### src/rtl/phase_steer_pkg.sv
// Shared types for the rotating single-pulse phase controller.
// Assumes: consumers import the package; no state lives here.
package phase_steer_pkg;

    // Why a pulse ended in a given cycle (valid for one cycle only).
    typedef enum logic [1:0] {
        PE_NONE = 2'd0,
        PE_CMP  = 2'd1,
        PE_CAP  = 2'd2
    } pend_e;

endpackage

### src/rtl/cmp_sync.sv
// Brings the asynchronous comparator level into the clock domain.
// Assumes: STAGES >= 2; the input may change at any time relative to clk.
module cmp_sync #(
    parameter int STAGES = 2
) (
    input  logic clk,
    input  logic rst_n,
    input  logic cmp_async,
    output logic cmp_s
);

    logic [STAGES-1:0] shreg;

    // Shift the raw comparator level through the flop chain.
    always_ff @(posedge clk) begin
        if (!rst_n) shreg <= '0;
        else        shreg <= {shreg[STAGES-2:0], cmp_async};
    end

    assign cmp_s = shreg[STAGES-1];

endmodule

### src/rtl/pulse_timebase.sv
// Produces one tick every effective period while running.
// Assumes: a period below 2 is raised to 2, so ticks are never adjacent.
// The counter is held at 0 while not running, so a tick comes on the first
// running cycle.
module pulse_timebase #(
    parameter int CNT_W = 8
) (
    input  logic             clk,
    input  logic             rst_n,
    input  logic             run,
    input  logic [CNT_W-1:0] period_cyc,
    output logic [CNT_W-1:0] eff_per,
    output logic             tick
);

    localparam logic [CNT_W-1:0] MIN_PER = CNT_W'(2);

    logic [CNT_W-1:0] cnt;

    // Clamp the programmed period to its minimum.
    always_comb begin
        eff_per = (period_cyc < MIN_PER) ? MIN_PER : period_cyc;
    end

    // Free-running period counter, restarted whenever the block stops.
    always_ff @(posedge clk) begin
        if (!rst_n)                         cnt <= '0;
        else if (!run)                      cnt <= '0;
        else if (cnt >= eff_per - CNT_W'(1)) cnt <= '0;
        else                                cnt <= cnt + CNT_W'(1);
    end

    assign tick = run && (cnt == '0);

    // ticks are at least two cycles apart.
    a_r4_tick_gap: assert property (@(posedge clk) disable iff (!rst_n)
        tick |=> !tick);

endmodule

### src/rtl/pulse_engine.sv
// Launches one pulse per tick and steers it to the next phase in rotation.
// It ends the pulse on the synchronized comparator or at the on-time cap.
// Assumes: cap <= effective period, supplied by the parent; run low aborts.
module pulse_engine
    import phase_steer_pkg::*;
#(
    parameter int NPH   = 5,
    parameter int CNT_W = 8,
    localparam int IDX_W = (NPH > 1) ? $clog2(NPH) : 1
) (
    input  logic             clk,
    input  logic             rst_n,
    input  logic             run,
    input  logic             tick,
    input  logic             cmp_s,
    input  logic [CNT_W-1:0] cap,
    output logic             active,
    output logic [IDX_W-1:0] phase_idx,
    output pend_e            end_cause
);

    localparam logic [IDX_W-1:0] LAST_IDX = IDX_W'(NPH - 1);

    logic [CNT_W-1:0] on_cnt;
    logic [IDX_W-1:0] nxt_idx;
    logic             start;
    logic             end_cmp;
    logic             end_cap;

    // Successor phase in the rotation.
    always_comb begin
        nxt_idx = (phase_idx == LAST_IDX) ? '0 : phase_idx + IDX_W'(1);
    end

    // Launch and termination conditions for the current cycle.
    always_comb begin
        start   = tick && !cmp_s && (cap != '0);
        end_cmp = run && active && cmp_s;
        end_cap = run && active && !cmp_s && (on_cnt >= cap);
    end

    // Report the cause of a pulse ending to the overload guard.
    always_comb begin
        if (end_cmp)      end_cause = PE_CMP;
        else if (end_cap) end_cause = PE_CAP;
        else              end_cause = PE_NONE;
    end

    // Pulse state, on-time counter and rotation pointer.
    always_ff @(posedge clk) begin
        if (!rst_n) begin
            active    <= 1'b0;
            on_cnt    <= '0;
            phase_idx <= LAST_IDX;
        end else if (!run) begin
            active <= 1'b0;
            on_cnt <= '0;
        end else if (start) begin
            active    <= 1'b1;
            on_cnt    <= CNT_W'(1);
            phase_idx <= nxt_idx;
        end else if (end_cmp || end_cap) begin
            active <= 1'b0;
            on_cnt <= '0;
        end else if (active) begin
            on_cnt <= on_cnt + CNT_W'(1);
        end
    end

    // the pointer only moves one step forward, wrapping at the last phase.
    a_r3_step: assert property (@(posedge clk) disable iff (!rst_n)
        !$stable(phase_idx) |->
            (phase_idx == (($past(phase_idx) == LAST_IDX) ? '0
                                                          : $past(phase_idx) + IDX_W'(1))));

    // a pulse at its cap with no tick pending is off in the next cycle.
    a_r5_cap_end: assert property (@(posedge clk) disable iff (!rst_n)
        (active && !cmp_s && (on_cnt >= cap) && !tick) |=> !active);

    // no pulse starts while the synchronized comparator is high.
    a_r7_no_launch: assert property (@(posedge clk) disable iff (!rst_n)
        (cmp_s && !active) |=> !active);

endmodule

### src/rtl/overload_guard.sv
// Counts consecutive cap-limited pulses and latches the shutdown flag.
// Assumes: end_cause is a single-cycle report; a limit of 0 acts as 1.
module overload_guard
    import phase_steer_pkg::*;
#(
    parameter int OVL_W = 4
) (
    input  logic             clk,
    input  logic             rst_n,
    input  pend_e            end_cause,
    input  logic [OVL_W-1:0] ovl_limit,
    output logic             fault
);

    localparam logic [OVL_W-1:0] CNT_MAX = {OVL_W{1'b1}};

    logic [OVL_W-1:0] ovl_cnt;
    logic [OVL_W:0]   lim_eff;
    logic [OVL_W:0]   cnt_next;

    // Effective limit and the count this pulse would reach.
    always_comb begin
        lim_eff  = (ovl_limit == '0) ? (OVL_W+1)'(1) : {1'b0, ovl_limit};
        cnt_next = {1'b0, ovl_cnt} + (OVL_W+1)'(1);
    end

    // Consecutive overload counter: saturating up on cap, clear on comparator.
    always_ff @(posedge clk) begin
        if (!rst_n)                                       ovl_cnt <= '0;
        else if (end_cause == PE_CMP)                     ovl_cnt <= '0;
        else if (end_cause == PE_CAP && ovl_cnt != CNT_MAX) ovl_cnt <= ovl_cnt + OVL_W'(1);
    end

    // Latch the fault when the count reaches the limit.
    always_ff @(posedge clk) begin
        if (!rst_n)                                         fault <= 1'b0;
        else if (end_cause == PE_CAP && cnt_next >= lim_eff) fault <= 1'b1;
    end

    // a comparator-ended pulse clears the count.
    a_r8_clear: assert property (@(posedge clk) disable iff (!rst_n)
        (end_cause == PE_CMP) |=> (ovl_cnt == '0));

    // the fault never clears except by reset.
    a_r9_sticky: assert property (@(posedge clk) disable iff (!rst_n)
        fault |=> fault);

endmodule

### src/rtl/phase_steer_ctrl.sv
// Top level: rotating single-pulse phase controller for a multiphase buck.
// It wires the synchronizer, timebase, pulse engine and overload guard,
// clamps the on-time cap to the period and decodes the one-hot gate enables.
// Assumes: NPH >= 2; the comparator is asynchronous; gates feed external drivers.
module phase_steer_ctrl
    import phase_steer_pkg::*;
#(
    parameter int NPH         = 5,
    parameter int CNT_W       = 8,
    parameter int OVL_W       = 4,
    parameter int SYNC_STAGES = 2
) (
    input  logic             clk,
    input  logic             rst_n,
    input  logic             cmp_above,
    input  logic [CNT_W-1:0] period_cyc,
    input  logic [CNT_W-1:0] on_max,
    input  logic [OVL_W-1:0] ovl_limit,
    input  logic             enable,
    output logic [NPH-1:0]   gate_en,
    output logic             fault
);

    localparam int IDX_W = (NPH > 1) ? $clog2(NPH) : 1;

    logic             cmp_s;
    logic             run;
    logic             tick;
    logic [CNT_W-1:0] eff_per;
    logic [CNT_W-1:0] cap;
    logic             active;
    logic [IDX_W-1:0] phase_idx;
    pend_e            end_cause;

    // The block runs only when enabled and not in fault.
    assign run = enable && !fault;

    // Clamp the maximum on-time to the effective period.
    always_comb begin
        cap = (on_max > eff_per) ? eff_per : on_max;
    end

    cmp_sync #(
        .STAGES    (SYNC_STAGES)
    ) u_sync (
        .clk       (clk),
        .rst_n     (rst_n),
        .cmp_async (cmp_above),
        .cmp_s     (cmp_s)
    );

    pulse_timebase #(
        .CNT_W      (CNT_W)
    ) u_tb (
        .clk        (clk),
        .rst_n      (rst_n),
        .run        (run),
        .period_cyc (period_cyc),
        .eff_per    (eff_per),
        .tick       (tick)
    );

    pulse_engine #(
        .NPH       (NPH),
        .CNT_W     (CNT_W)
    ) u_eng (
        .clk       (clk),
        .rst_n     (rst_n),
        .run       (run),
        .tick      (tick),
        .cmp_s     (cmp_s),
        .cap       (cap),
        .active    (active),
        .phase_idx (phase_idx),
        .end_cause (end_cause)
    );

    overload_guard #(
        .OVL_W     (OVL_W)
    ) u_ovl (
        .clk       (clk),
        .rst_n     (rst_n),
        .end_cause (end_cause),
        .ovl_limit (ovl_limit),
        .fault     (fault)
    );

    // One decoder per phase: gate on only for the selected, running pulse.
    for (genvar g = 0; g < NPH; g++) begin : g_gate
        assign gate_en[g] = run && active && (phase_idx == IDX_W'(g));
    end

    // never more than one phase conducting.
    a_r2_onehot: assert property (@(posedge clk) disable iff (!rst_n)
        $onehot0(gate_en));

    // once faulted, the pulse engine is idle from the next cycle.
    a_r9_idle_in_fault: assert property (@(posedge clk) disable iff (!rst_n)
        fault |=> !active);

    // disabling drops any pulse at the next edge.
    a_r10_drop: assert property (@(posedge clk) disable iff (!rst_n)
        !enable |=> !active);

endmodule

### config.mk
export PLATFORM = sky130hd
export DESIGN_NAME = phase_steer_ctrl
export DESIGN_NICKNAME = d
export VERILOG_FILES = /design/src/rtl/phase_steer_pkg.sv /design/src/rtl/cmp_sync.sv /design/src/rtl/pulse_timebase.sv /design/src/rtl/pulse_engine.sv /design/src/rtl/overload_guard.sv /design/src/rtl/phase_steer_ctrl.sv
export SDC_FILE = /design/constraint.sdc
export NUM_CORES = 1
export LEC_CHECK = 0
export ABC_AREA = 0
export BUFFER_PORTS_ARGS = -buffer_cell sky130_fd_sc_hd__buf_4
export CAP_MARGIN = 5
export CORE_AREA = 2 2 65 67
export DETAILED_ROUTE_END_ITERATION = 10
export DIE_AREA = 0 0 67 69
export GPL_TIMING_DRIVEN = 0
export PLACE_DENSITY = 0.78
export SETUP_SLACK_MARGIN = 0.5
export SLEW_MARGIN = 20
export SYNTH_ARGS = -nofsm -noshare
export SYNTH_HDL_FRONTEND = slang
export SYNTH_SLANG_ARGS = --single-unit
export TNS_END_PERCENT = 1
### constraint.sdc
create_clock -name clk -period 10.5 [get_ports clk]
set_input_delay 0.525 -clock clk [delete_from_list [all_inputs] [get_ports clk]]
set_output_delay 0.525 -clock clk [all_outputs]
set_load 0.01 [all_outputs]
==> impl_metrics.ini, run 1 <==
[run_status]
status = finished, final reports clean

[grt]
grt_max_degree = 17
grt_pass1_wl_mm = 8.13
antenna_found_initial = 0
grt_pass1_vias = 1882
overflow = 0
grt_usage_pct = 21.9

[finish]
nets = 364
layout-drive-gt1-share_pct = 13.5
diodes = 0
area_growth_pct = 14.3
stdcell_area_mm2 = 0.00257

[setup_path]
crit-reg2reg-launch = u_eng.on_cnt[0]
path_class = input pin to register
ff2ff_setup_slack_ns = 8.25
r2r_cells = 8
cp.required_ns = 10.73
worst_ep_arrival_time_ns = 4.51
worst_setup_path_start_kind = input pin
end_kind = register
r2r-end = u_eng.on_cnt[2]
critical_path.max_fanout = 10

[synth]
synth_ff_type = dfxtp_1
syn_inst = 271
async_flop_share_pct = 0
synth.ff_latch_count = 27
avgSynthCellArea_um2 = 8.31
synth_nets = 331
synth_edf_count = 0
synth_cell_type_count = 43
synthesis.area_mm2 = 0.00225
seq_area_frac_synth_pct = 24.0
synth_warnings = 0

[sta]
worstMarginPinSlew_ns = 0.610
setup_viol = 0
slew_headroom_pct = 59.2
final_max_slew_viol_count = 0
fin_crit_ns = 4.28
rsz0062_at_grt = no
setup_ws_ns = 6.22
fmax_mhz = 234
setup_tns_ns = 0
fin_crit_sh_pct = 40.8
hold_viol = 0
skew_ns = 0.00980

[place]
pre_cts_ws_ns = 5.94
portBuffers = 28
dp_hpwl_mm = 3.75
finalWeightedCongestion = 0.862
dpl_cell_area_mm2 = 0.00252

[cts]
root_buffer = clkbuf_8
path_clk_slew_ns = 0.10
htree_levels = 1
clock_path_buffers = 2
cts_tree = built
cts_made_buffers = 3
clock_sinks = 27
cts_hold_buf = 0
post-cts-setup-buffer-count = 0
cts-resized-gates = 0
clk_latency_ns = 0.28

[detailed_routing]
via_per_inst = 5.55
routed_wl_mm = 4.55
vias = 1960
dr.pass1.iters = 4
avgRoutedWirePerCell_um = 12.9
antenna_left = 0
drc = 0
drt_iter0_drc = 73

[pwr]
seqPwrFrac_pct = 48.3
leakagePower_nw = 1.19
swShare_pct = 29.5
clkPwrFrac_pct = 27.6
pwr-share-comb_pct = 24.0
powerDensity_mw_per_mm2 = 86.3
p_int_mw = 0.157
ir_worst_vdd_uv = 61.5
switching_power_mw = 0.0656

[floorplanning]
num_rows = 23
die_x_um = 67
start_util_pct = 57.5
core_area_mm2 = 0.00391
die_y_um = 69
num_io_pins = 30
die_area_mm2 = 0.00462

[worst_hold_path]
hold_depth = 2
holdCritStartpoint = cmp_above
hold_path_class = input pin to register
worstHoldEndpoint = u_sync.shreg[0]

[flow_run]
cap_violations = 0
-- cell type report --
| type | count | area [um2] |
|---|---|---|
| clock inverters | 1 | 7.51 |
| clock buffers | 3 | 41.3 |
| flip-flops and latches | 27 | 541 |
| repair buffers | 28 | 210 |
| plain buffers | 3 | 15.0 |
| multi-input cells | 218 | 1610 |
| fillers | 357 | 1340 |
| inverters | 23 | 86.3 |
| well taps | 50 | 62.6 |
-- how the worst max path moves through the flow --
stage | to | from | cells after the start
3_3_place_gp | u_eng.on_cnt[5] | period_cyc[6] | 19
5_1_grt | u_eng.on_cnt[1] | period_cyc[6] | 19
6_report | u_eng.on_cnt[2] | period_cyc[6] | 19
4_1_cts | u_eng.on_cnt[2] | period_cyc[6] | 19
2_1_floorplan | u_eng.on_cnt[1] | period_cyc[6] | 18
3_5_place_dp | u_eng.on_cnt[5] | period_cyc[6] | 19
-- sequential cells by signal, summed over array words and instances (netlist names) --
| signal | count |
|---|---|
| u_ovl.ovl_cnt | 4 |
| u_eng.on_cnt | 8 |
| u_eng.active | 1 |
| u_ovl.fault | 1 |
| u_eng.phase_idx | 3 |
| u_sync.shreg | 2 |
| u_tb.cnt | 8 |
-- power by group through the flow --
stage | Sequential, mW | Clock [mW] | Combinational (mW)
floorplan | 0.109 | 0 | 0.0358
global placement | 0.110 | 0 | 0.0520
detailed placement | 0.110 | 0 | 0.0534
CTS | 0.107 | 0.0623 | 0.0538
global route | 0.108 | 0.0674 | 0.0610
finish | 0.107 | 0.0614 | 0.0534
-- synthesized netlist by cell type, types with 2 or more instances --
| master | number | area share (%) |
|---|---|---|
| a211oi_1 | 4 | 1.3 |
| a21o_1 | 6 | 2.0 |
| a21oi_1 | 15 | 3.3 |
| a31o_2 | 3 | 1.2 |
| and2_1 | 4 | 1.1 |
| and3_1 | 4 | 1.1 |
| clkbuf_1 | 2 | 0.33 |
| dfxtp_1 | 27 | 24 |
| ha_1 | 36 | 20 |
| inv_1 | 23 | 3.8 |
| mux2i_1 | 9 | 4.0 |
| nand2_1 | 18 | 3.0 |
| nand2b_1 | 4 | 1.1 |
| nand3_1 | 11 | 2.4 |
| nand4_1 | 4 | 1.1 |
| nor2_1 | 33 | 5.5 |
| nor2b_1 | 3 | 0.83 |
| nor3_1 | 5 | 1.1 |
| nor3b_1 | 4 | 1.3 |
| nor4_1 | 3 | 0.83 |
| nor4b_1 | 2 | 0.78 |
| o2111ai_1 | 3 | 1.2 |
| o21ai_0 | 9 | 2.0 |
| o21ai_1 | 2 | 0.44 |
| xnor2_1 | 7 | 2.7 |
| xor2_1 | 13 | 5.1 |
-- per-stage QoR --
stage	util [%]	hold slack [ns]	std cells	power, mW
4_1_cts	65.7	0.438	353	0.223
5_1_grt	65.7	0.443	353	0.236
2_1_floorplan	-	0.412	271	0.145
3_3_place_gp	64.5	0.417	349	0.162
3_5_place_dp	64.5	0.428	349	0.163
6_report	65.7	0.437	353	0.222
-- logic make-up after synthesis --
kind of cell	Yosys count	synth area share, %
buffers and inverters	26	4.50
XOR/XNOR	20	7.78
multiplexers	9	4.00
AO/OA/AOI/OAI	53	16.3
flip-flops	27	24.0
AND/OR/NAND/NOR	100	23.4
adder cells (fa/ha/maj)	36	20.0
-- cell usage in the layout (no fill, tap or decap), types with 3 or more instances in the layout --
| cell type | synthesis | final |
|---|---|---|
| ha_1 | 36 | 36 |
| nor2_1 | 33 | 33 |
| buf_4 | 1 | 29 |
| dfxtp_1 | 27 | 27 |
| inv_1 | 23 | 23 |
| nand2_1 | 18 | 18 |
| a21oi_1 | 15 | 15 |
| xor2_1 | 13 | 13 |
| nand3_1 | 11 | 11 |
| o21ai_0 | 9 | 9 |
| mux2i_1 | 9 | 9 |
| xnor2_1 | 7 | 7 |
| a21o_1 | 6 | 6 |
| nor3_1 | 5 | 5 |
| nand4_1 | 4 | 4 |
| and2_1 | 4 | 4 |
| a211oi_1 | 4 | 4 |
| nor3b_1 | 4 | 4 |
| and3_1 | 4 | 4 |
| nand2b_1 | 4 | 4 |
| a31o_2 | 3 | 3 |
| nor2b_1 | 3 | 3 |
| nor4_1 | 3 | 3 |
| o2111ai_1 | 3 | 3 |
| clkbuf_8 | 0 | 3 |
-- critical path: stages --
cell	delay, ns
buf_4	0.14
nor4_4	0.39
nand2_1	0.09
o21ai_0	0.24
inv_1	0.11
ha_1	0.21
a221oi_1	0.27
o21ai_0	0.18
a32oi_1	0.30
buf_4	0.24
nand2_1	0.06
o21ai_0	0.08
ha_1	0.25
nand2b_1	0.14
a211oi_1	0.27
o22ai_1	0.19
o21ai_0	0.46
nand4_4	0.21
nor2_1	0.14
-- per-layer routing --
layer  GRT usage, %  wire, um  vias up
li1               -         -     1031
met1           30.6      2210      884
met2           34.5      2090       38
met3           2.45       162        7
met4           7.71        84        0
met5              0         0        -
Note: power is estimated with default switching activity, not from simulation.
==> run 2, diff against run 1 <==
- ABC_AREA: 0 -> 1
- CORE_AREA: 2 2 65 67 -> 2 2 67 69
- DIE_AREA: 0 0 67 69 -> 0 0 69 71
- PLACE_DENSITY: 0.78 -> 0.75
- clock period: 10.5 -> 4.4 ns (I/O delays scaled with it)
==> run 2 against run 1 <==
  * Combinational power grew to 2.6 times the previous value
  * Critical path type unchanged
  * Critical endpoint is now u_ovl.ovl_cnt[0]
  * Highest routed layer unchanged
  * Non-clock buffer count shrank 2
  * Worst hold slack worse by 0.30 ns
  * Clock power grew 130%
==> impl_metrics.ini, run 2 <==
[worst_hold_path]
hold_path_class = input pin to register
hold_depth = 3
worstHoldEndpoint = u_sync.shreg[0]
holdCritStartpoint = cmp_above

[synth]
synth_edf_count = 0
yosys-top-cells-area = dfxtp_1 (23%), ha_1 (20%), nand2_1 (9.5%)
synthesis.area_mm2 = 0.00230
synth_warnings = 0
synth_cell_type_count = 36
avgSynthCellArea_um2 = 7.15
synth_common_cells = nand2_1 (58), inv_1 (57), ha_1 (36), dfxtp_1 (27), nor2_1 (26)
synth_ff_type = dfxtp_1
synth_top_area_share_pct = 23.5
yosysTopAreaCell = dfxtp_1
synthMostInstantiatedCell = nand2_1
async_flop_share_pct = 0
synth_nets = 382
synth.ff_latch_count = 27
seq_area_frac_synth_pct = 23.5
syn_inst = 322

[sta]
holdWs_ns = 0.132
setup_ws_ns = 1.45
fin_crit_ns = 2.95
fmax_mhz = 339
setup_tns_ns = 0
skew_ns = 0.00909
slew_headroom_pct = 51.4
fin_crit_sh_pct = 67.0
hold_viol = 0
final_max_slew_viol_count = 0
setup_viol = 0
rsz0062_at_grt = no
worstMarginPinSlew_ns = 0.723

[finish]
layout_common_cells = nand2_1 (58), inv_1 (57), ha_1 (36)
num-fill-cells = 418
area_growth_pct = 14.3
layout-drive-gt1-share_pct = 17.5
nets = 416
diodes = 0
final_common_cell = nand2_1
post-route-util_pct = 62.6
top_regs = u_eng.on_cnt (8), u_tb.cnt (8), u_ovl.ovl_cnt (4)

[cts]
post-cts-setup-buffer-count = 0
path_clk_slew_ns = 0.10
cts_hold_buf = 0
root_buffer = clkbuf_8
cts-resized-gates = 0
cts_made_buffers = 3
clk_latency_ns = 0.27
cts_tree = built
htree_levels = 1
clock_sinks = 27
clock_path_buffers = 2

[floorplanning]
start_util_pct = 54.8
die_x_um = 69
num_rows = 24
num_io_pins = 30
die_y_um = 71
core_area_mm2 = 0.00420
die_area_mm2 = 0.00490

[place]
pre_cts_ws_ns = 1.15
portBuffers = 29
dp_hpwl_mm = 3.68
finalWeightedCongestion = 0.781

[setup_path]
end_kind = register
worst_ep_arrival_time_ns = 3.16
r2r_cells = 11
critical-path-max-stage-delay_ns = 0.30
slowest_stage = ha_1
path_buf_inv = 4
cpMostUsedCell = nand2_1
ff2ff_setup_slack_ns = 2.43
critical_path.max_fanout = 9
crit_family = simple AND/OR/NAND/NOR gates
worst_setup_path_start_kind = input pin
crit_cells = 23
path_class = input pin to register
cp.required_ns = 4.61
crit-reg2reg-launch = u_tb.cnt[0]
r2r-end = u_tb.cnt[4]
crit_chain = buf_4 > inv_1 > ha_1 > nand4_1 > or2_1 > a21oi_4 > nand2_2 > nand2_4 > nand2_4 > nand2_1 > nand2_1 > ha_1 > nand2_1 > nor2_1 > nand4_1 > o2111ai_1 > nand2_1 > inv_2 > nand2_1 > nor2_1 > inv_2 > or2_0 > a21oi_1

[grt]
grt_max_degree = 16
antenna_found_initial = 0
overflow = 0
grt_usage_pct = 18.4
grt_pass1_wl_mm = 7.74
grt_pass1_vias = 1887

[detailed_routing]
vias = 2033
drc = 0
routed_wl_mm = 4.21
drt_iter0_drc = 58
antenna_left = 0
avgRoutedWirePerCell_um = 10.3
via_per_inst = 5.00
dr.pass1.iters = 4

[pwr]
ir_worst_vdd_uv = 115
powerDensity_mw_per_mm2 = 203
leakagePower_nw = 1.32
finalPower_mw = 0.535

[run_status]
status = finished, final reports clean

[flow_run]
cap_violations = 0
==> run 2: worst register-to-register path: cells and delay by family (launching register included) <==
family | cells | cell delay (ns)
flip-flops | 1 | 0.41
adder cells (fa/ha/maj) | 1 | 0.28
AND/OR/NAND/NOR | 2 | 0.14
buffers and inverters | 2 | 0.12
AO/OA/AOI/OAI | 6 | 0.89
==> run 2: metal layers <==
| layer | share of wire, % | vias to the layer above | wire length (um) | track usage, % |
|---|---|---|---|---|
| met5 | 0 | - | 0 | 0 |
| met4 | 0.86 | 0 | 36 | 4.79 |
| met3 | 3.1 | 5 | 129 | 2.42 |
| met2 | 48 | 29 | 2020 | 33.2 |
| met1 | 48 | 891 | 2020 | 23.2 |
| li1 | - | 1108 | - | - |
==> run 2: final cells by class <==
type	instances	area [um2]	share of cell area, %
Sequential cell	27	541	20.5
Timing Repair Buffer	29	218	8.27
Tap cell	52	65.1	2.47
Multi-Input combinational cell	235	1540	58.4
Clock buffer	3	41.3	1.57
Inverter	60	225	8.56
Clock inverter	1	5.00	0.190
==> run 2: worst max path at each step <==
stage          slack [ns]     startpoint          endpoint
3_5_place_dp         1.15  period_cyc[5]  u_ovl.ovl_cnt[0]
3_3_place_gp         1.19  period_cyc[5]  u_ovl.ovl_cnt[0]
6_report             1.45  period_cyc[5]  u_ovl.ovl_cnt[0]
2_1_floorplan        1.59  period_cyc[5]  u_ovl.ovl_cnt[0]
5_1_grt              1.11  period_cyc[6]  u_ovl.ovl_cnt[0]
4_1_cts              1.43  period_cyc[5]  u_ovl.ovl_cnt[0]
==> run 2: kinds of logic (layout without fill, tap and decap cells) <==
kind of cell / Yosys count / count (layout) / share of synthesized area, %
simple gates: 142 / 142 / 29.5
buf+inv: 60 / 93 / 9.78
compound gates: 42 / 42 / 12.0
fa+ha+maj: 36 / 36 / 19.6
flops: 27 / 27 / 23.5
xor+xnor: 14 / 14 / 5.33
mux: 1 / 1 / 0.435
==> run 2: per-stage QoR <==
stage / instance area [um2] / instances
global placement: 2580 / 403
finish: 2630 / 407
global route: 2630 / 407
CTS: 2630 / 407
floorplan: 2300 / 322
detailed placement: 2580 / 403
==> run 2: where the power goes <==
group	internal, mW	total, mW	switching [mW]
logic	0.0580	0.138	0.0798
registers	0.250	0.257	0.00642
clock network	0.0634	0.140	0.0767
total	0.372	0.535	0.163
